$ cat config.mk
export PLATFORM = sky130hd
export DESIGN_NAME = cmd_ring_ctrl
export DESIGN_NICKNAME = d
export VERILOG_FILES = /design/src/rtl/cmd_ring_ctrl.sv
export SDC_FILE = /design/constraint.sdc
export NUM_CORES = 1
export LEC_CHECK = 0
export ABC_AREA = 1
export BUFFER_PORTS_ARGS = -buffer_cell sky130_fd_sc_hd__buf_2
export CORE_MARGIN = 1.5
export CORE_UTILIZATION = 30
export CTS_BUF_LIST = sky130_fd_sc_hd__clkbuf_4 sky130_fd_sc_hd__clkbuf_8
export CTS_CLUSTER_SIZE = 28
export DETAILED_ROUTE_END_ITERATION = 10
export SETUP_SLACK_MARGIN = 0.2
export SYNTH_ARGS = -nofsm -noshare
export SYNTH_HDL_FRONTEND = slang
export SYNTH_SLANG_ARGS = --single-unit
$ cat constraint.sdc
create_clock -name clk -period 2.1 [get_ports clk]
set_input_delay 0.42 -clock clk [delete_from_list [all_inputs] [get_ports clk]]
set_output_delay 0.42 -clock clk [all_outputs]
set_load 0.02 [all_outputs]
$ cat src/rtl/cmd_ring_ctrl.sv
module cmd_ring_ctrl #(
  parameter int DW         = 32,
  parameter int ALIGN      = 6,
  parameter int CODE_W     = 8,
  parameter int STOP_CODE  = 24,
  parameter int ABORT_CODE = 25
) (
  input  logic              clk,
  input  logic              rst_n,
  input  logic              wr_en,
  input  logic              wr_hi,
  input  logic [DW-1:0]     wr_data,
  input  logic              rd_hi,
  output logic [DW-1:0]     rd_data,
  input  logic              db_ring,
  output logic              eng_go,
  output logic              eng_kill,
  input  logic              eng_idle,
  input  logic              eng_cyc_flip,
  output logic [2*DW-1:0]   ring_base,
  output logic              ring_cyc,
  output logic              ring_running,
  output logic              evt_valid,
  output logic [CODE_W-1:0] evt_code
);
  localparam int RSV_LO = 4;
  localparam logic [CODE_W-1:0] C_STOP  = CODE_W'(STOP_CODE);
  localparam logic [CODE_W-1:0] C_ABORT = CODE_W'(ABORT_CODE);

  typedef enum logic [1:0] {S_HALT, S_RUN, S_STOP, S_ABORT} st_t;
  st_t st, st_nx;

  logic [DW-1:ALIGN]     base_lo;
  logic [ALIGN-1:RSV_LO] rsv;
  logic [DW-1:0]         base_hi;
  logic                  cyc;

  wire wr_lo     = wr_en & ~wr_hi;
  wire wr_up     = wr_en & wr_hi;
  wire req_stop  = wr_lo & wr_data[1];
  wire req_abort = wr_lo & wr_data[2];
  wire halted    = (st == S_HALT);

  always_comb begin
    st_nx = st;
    unique case (st)
      S_HALT:  if (db_ring) st_nx = S_RUN;
      S_RUN:   if (req_abort) st_nx = S_ABORT;
               else if (req_stop) st_nx = S_STOP;
      S_STOP:  if (req_abort) st_nx = S_ABORT;
               else if (eng_idle) st_nx = S_HALT;
      S_ABORT: st_nx = S_HALT;
    endcase
  end

  always_ff @(posedge clk or negedge rst_n) begin
    if (!rst_n) begin
      st        <= S_HALT;
      evt_valid <= 1'b0;
      evt_code  <= '0;
    end else begin
      st        <= st_nx;
      evt_valid <= (st == S_ABORT) || (st == S_STOP && st_nx == S_HALT);
      evt_code  <= (st == S_ABORT) ? C_ABORT : C_STOP;
    end
  end

  always_ff @(posedge clk or negedge rst_n) begin
    if (!rst_n) begin
      base_lo <= '0;
      rsv     <= '0;
      base_hi <= '0;
      cyc     <= 1'b0;
    end else if (halted) begin
      if (wr_lo) begin
        base_lo <= wr_data[DW-1:ALIGN];
        rsv     <= wr_data[ALIGN-1:RSV_LO];
        cyc     <= wr_data[0];
      end
      if (wr_up) base_hi <= wr_data;
    end else if (eng_cyc_flip) begin
      cyc <= ~cyc;
    end
  end

  assign ring_running = ~halted;
  assign eng_go       = (st == S_RUN);
  assign eng_kill     = (st == S_ABORT);
  assign ring_cyc     = cyc;
  assign ring_base    = {base_hi, base_lo, {ALIGN{1'b0}}};
  assign rd_data      = rd_hi ? base_hi
                              : {base_lo, rsv, ring_running, 2'b00, cyc};

  AST_GO_NEEDS_RUN: assert property (@(posedge clk) disable iff (!rst_n)
    eng_go |-> ring_running);
  AST_BASE_FROZEN: assert property (@(posedge clk) disable iff (!rst_n)
    (ring_running && $past(ring_running)) |-> $stable(ring_base));
  AST_HALT_POSTS_EVT: assert property (@(posedge clk) disable iff (!rst_n)
    $fell(ring_running) |-> evt_valid);
  AST_STOP_CODE: assert property (@(posedge clk) disable iff (!rst_n)
    (evt_valid && $past(st == S_STOP)) |-> evt_code == C_STOP);
  AST_KILL_THEN_HALT: assert property (@(posedge clk) disable iff (!rst_n)
    eng_kill |=> (!eng_kill && !ring_running && evt_code == C_ABORT));
  AST_EVT_SINGLE: assert property (@(posedge clk) disable iff (!rst_n)
    evt_valid |=> !evt_valid);
endmodule

# Word level (Yosys, flattened, before mapping)
# Cells that the tools add are included.
# op_classes
n_eq_ne	4
mux	11
n_bitwise	7
reduce_logical	8
# op_table
op	count
$mux W32	1
$mux W2	5
$pmux W2 S4	1
$reduce_and A2 Y1	3
$and A1 B1 Y1	4
$eq A2 B2 Y1 const B	2
$logic_not A2 Y1	2
$mux W1	4
$not A1 Y1	3
$eq A2 B1 Y1 const B	1
$ne A2 B2 Y1 const B	1
$reduce_bool A2 Y1	1
$logic_and A1 B1 Y1	1
$logic_or A1 B1 Y1	1
# word_totals
regBits	68
in_bits	40
output_inout_bits	109
wordCells	37

# Depth between registers and ports, before layout
# logic_depth
ltp_word	9
depth_mapped	7

# Least setup slack after synthesis
# Ideal clock, no wire load.
# synth_timing
path_kind	input to output
startpoint	input rd_hi
endpoint	output rd_data[3]
arrival_ns	1.229
t_required_ns	1.680
path_slack_ns	0.451
cell_stages	3
n_path_buf	2
path_cell_list	buf_2 -> buf_2 -> o21ai_0
# synth_via
elab_chain_cells	1
# synth_rtl
element	line	rtl
start, declared	13	input logic rd_hi,
$mux W32	91	assign rd_data = rd_hi ? base_hi
end, declared	14	output logic [DW-1:0] rd_data,
# No other way between the ends.

# Final worst setup path
# layout_timing
startpoint	register st[1]
endpoint	output rd_data[3]
# layout_via
elab_chain_cells	3
# layout_rtl
element	line	rtl
start, declared	31	st_t st, st_nx;
start signal, assigned	62	st <= st_nx;
$logic_not A2 Y1	42	wire halted = (st == S_HALT);
$not A1 Y1	86	assign ring_running = ~halted;
$mux W32	91	
# No other way between the ends.

==> metrics.cfg <==
[outcome]
status=complete, no violations

[grt]
grt_pass1_vias=2416
gr-total-overflow=0
antenna_found_initial=0
grt_pass1_wl_um=11400
grt_max_degree=67
track_usage=0.127

[floorplan]
io_pins=149
std_cell_rows=36
die_w_um=105
core_um2=9910
die_h_um=105
dieArea_um2=11000
initial_utilization=0.314

[route]
wire_per_inst_um=11.4
viasPerCell=4.24
antenna_left=0
drtIter0Drc=69
via_count=2504
routed_wl_um=6760
drc_errors=0
detail_route.first_pass.iterations=4

[clock_network]
clock_path_buffers=2
cts-htree-levels=3
cts_sinks=66
clock_latency_ps=330
cts-root-buf=clkbuf_8
path_clk_slew_ps=70
cts_post_setup_buffers_inserted=0
ctsHoldBuffers=0
cts_tree=done
cts_resized=0
numCtsBuffers=9

[layout]
area_growth_pct=31.9
nFillCells=1019
seqCellArea_um2=1650
multi_input_area_um2=1130
final_nets=493
layout-drive-gt1-share=0.461
final_area_um2=4100
diodes=0

[worst_setup_path]
required_ps=1680
path_class=reg -> out
endpoint_kind=primary output
crit_fanout=7
crit_path_max_incr_delay_ps=430
path_depth=3
r2r.worst_path.cells=5
r2r_setup_slack_ps=730
crit_path_start_kind=flop
crit_family=flip-flops
crit_arrival_ps=1270
path_cells=nor2_4 > o21ai_0 > buf_2
cp_slowest_cell=dfrtp_1
cp_num_buf_inv=1

[flow_run]
max-cap-violations=0

[timing]
fin_worst_skew_ps=8.78
final_max_slew_viol_count=0
fmax_mhz=590
whs_ps=105
period_minus_slack_ps=1690
rsz0062_at_grt=no
hold_viol=0
fin_setup_tns_ps=0
setup_violations=0
fin_crit_sh=0.807
fin_ws_ps=406

[placed_design]
dp_worst_setup_slack_ps=407
dp_hpwl_um=4830
globalplace.congestion=0.691
place_area_um2=3850
place.port_buffers=137

[logic_synthesis]
ys_types=19
syn-instance-count=317
yosysWarnings=0
synth_area_um2=3110
yosysSeqAreaShare=0.531
syn_avg_cell_area_um2=9.81
ys_ff_latch=66

[power]
total_power_mw=6.81
p_int_mw=3.89
p_leak_nw=2.31
p_clk_frac=0.197
pwr-share-comb=0.468
p_switching_mw=2.92
power_density_nw_per_um2=1660
p_seq_frac=0.335
p_sw_frac=0.429
vdd_drop_max_v=0.000659

[hold_path]
min_path_type=in -> async

==> cell type report <==
| cell class | count | share of cell area |
|---|---|---|
| Sequential cell | 66 | 0.402 |
| Multi-Input combinational cell | 194 | 0.275 |
| Timing Repair Buffer | 143 | 0.184 |
| Tap cell | 133 | 0.0405 |
| Clock buffer | 12 | 0.0387 |
| Inverter | 39 | 0.0357 |
| Clock inverter | 4 | 0.0238 |
==> through the flow <==
step           std cells   util
2_1_floorplan        327      -
3_3_place_gp         575  0.388
3_5_place_dp         575  0.388
4_1_cts              591  0.414
5_1_grt              591  0.414
6_report             591  0.414
==> sequential cells by signal (all words and copies together) (netlist names) <==
name / flops
base_hi: 32
base_lo: 26
evt_code: 2
rsv: 2
st: 2
evt_valid: 1
ring_cyc: 1
==> synthesized netlist by cell type <==
master	count	area, um^2
clkbuf_2	2	10.0
nand3_4	1	17.5
mux2_2	29	327
nor2_4	1	11.3
nand2_1	81	304
o21bai_1	1	7.51
nand3_1	2	10.0
dfrtp_1	66	1650
o21ai_0	10	50.1
conb_1	2	7.51
inv_1	39	146
o21ai_2	19	166
buf_2	5	25.0
buf_6	8	90.1
nand2_2	1	6.26
o21ai_1	33	165
nor2_2	1	6.26
buf_4	13	97.6
nor2_1	3	11.3
==> cells in the final DEF, fill, tap and decap left out <==
cell	instances
inv_1	39
dfrtp_1	66
buf_2	137
nor2_2	1
mux2_2	29
nand2_2	1
conb_1	12
nor2_1	3
o21bai_1	1
buf_4	4
buf_12	2
bufinv_16	3
clkinvlp_4	1
o21ai_1	33
clkbuf_8	11
nand3_4	1
o21ai_2	19
nand2_1	81
nand3_1	2
clkbuf_4	1
nor2_4	1
o21ai_0	10
==> cells by family after synthesis <==
family / after synthesis / synth area share
simple gates: 90 / 0.118
other cells: 2 / 0.00241
buf+inv: 67 / 0.119
mux: 29 / 0.105
flops: 66 / 0.531
compound gates: 63 / 0.125
==> final timing paths <==
check | start | end
max | st[1]$_DFF_PN0_ | rd_data[3]
min in group clk | db_ring | st[0]$_DFF_PN0_
max reg2reg | st[1]$_DFF_PN0_ | base_hi[5]$_DFFE_PN0P_
max in group asynchronous | rst_n | st[0]$_DFF_PN0_
min | rst_n | evt_code[3]$_DFF_PN0_
min reg2reg | rsv[4]$_DFFE_PN0P_ | rsv[4]$_DFFE_PN0P_
==> per-layer routing <==
metal  vias to the layer above  share of wire  global-route usage
met5                         -              0                   0
met4                         0          0.016              0.0528
met3                        10          0.062              0.0281
met2                        96           0.45               0.199
met1                      1137           0.47               0.168
li1                       1261              -                   -
==> power groups by stage <==
stage	clock, mW	combinational (mW)	sequential, mW
final	1.34	3.19	2.28
after floorplan	0	1.54	2.91
after global routing	1.44	3.46	2.38
after CTS	1.40	3.24	2.29
after global placement	0	3.19	2.27
after detailed placement	0	3.23	2.30
No activity file was read; power rests on OpenSTA's default activity.
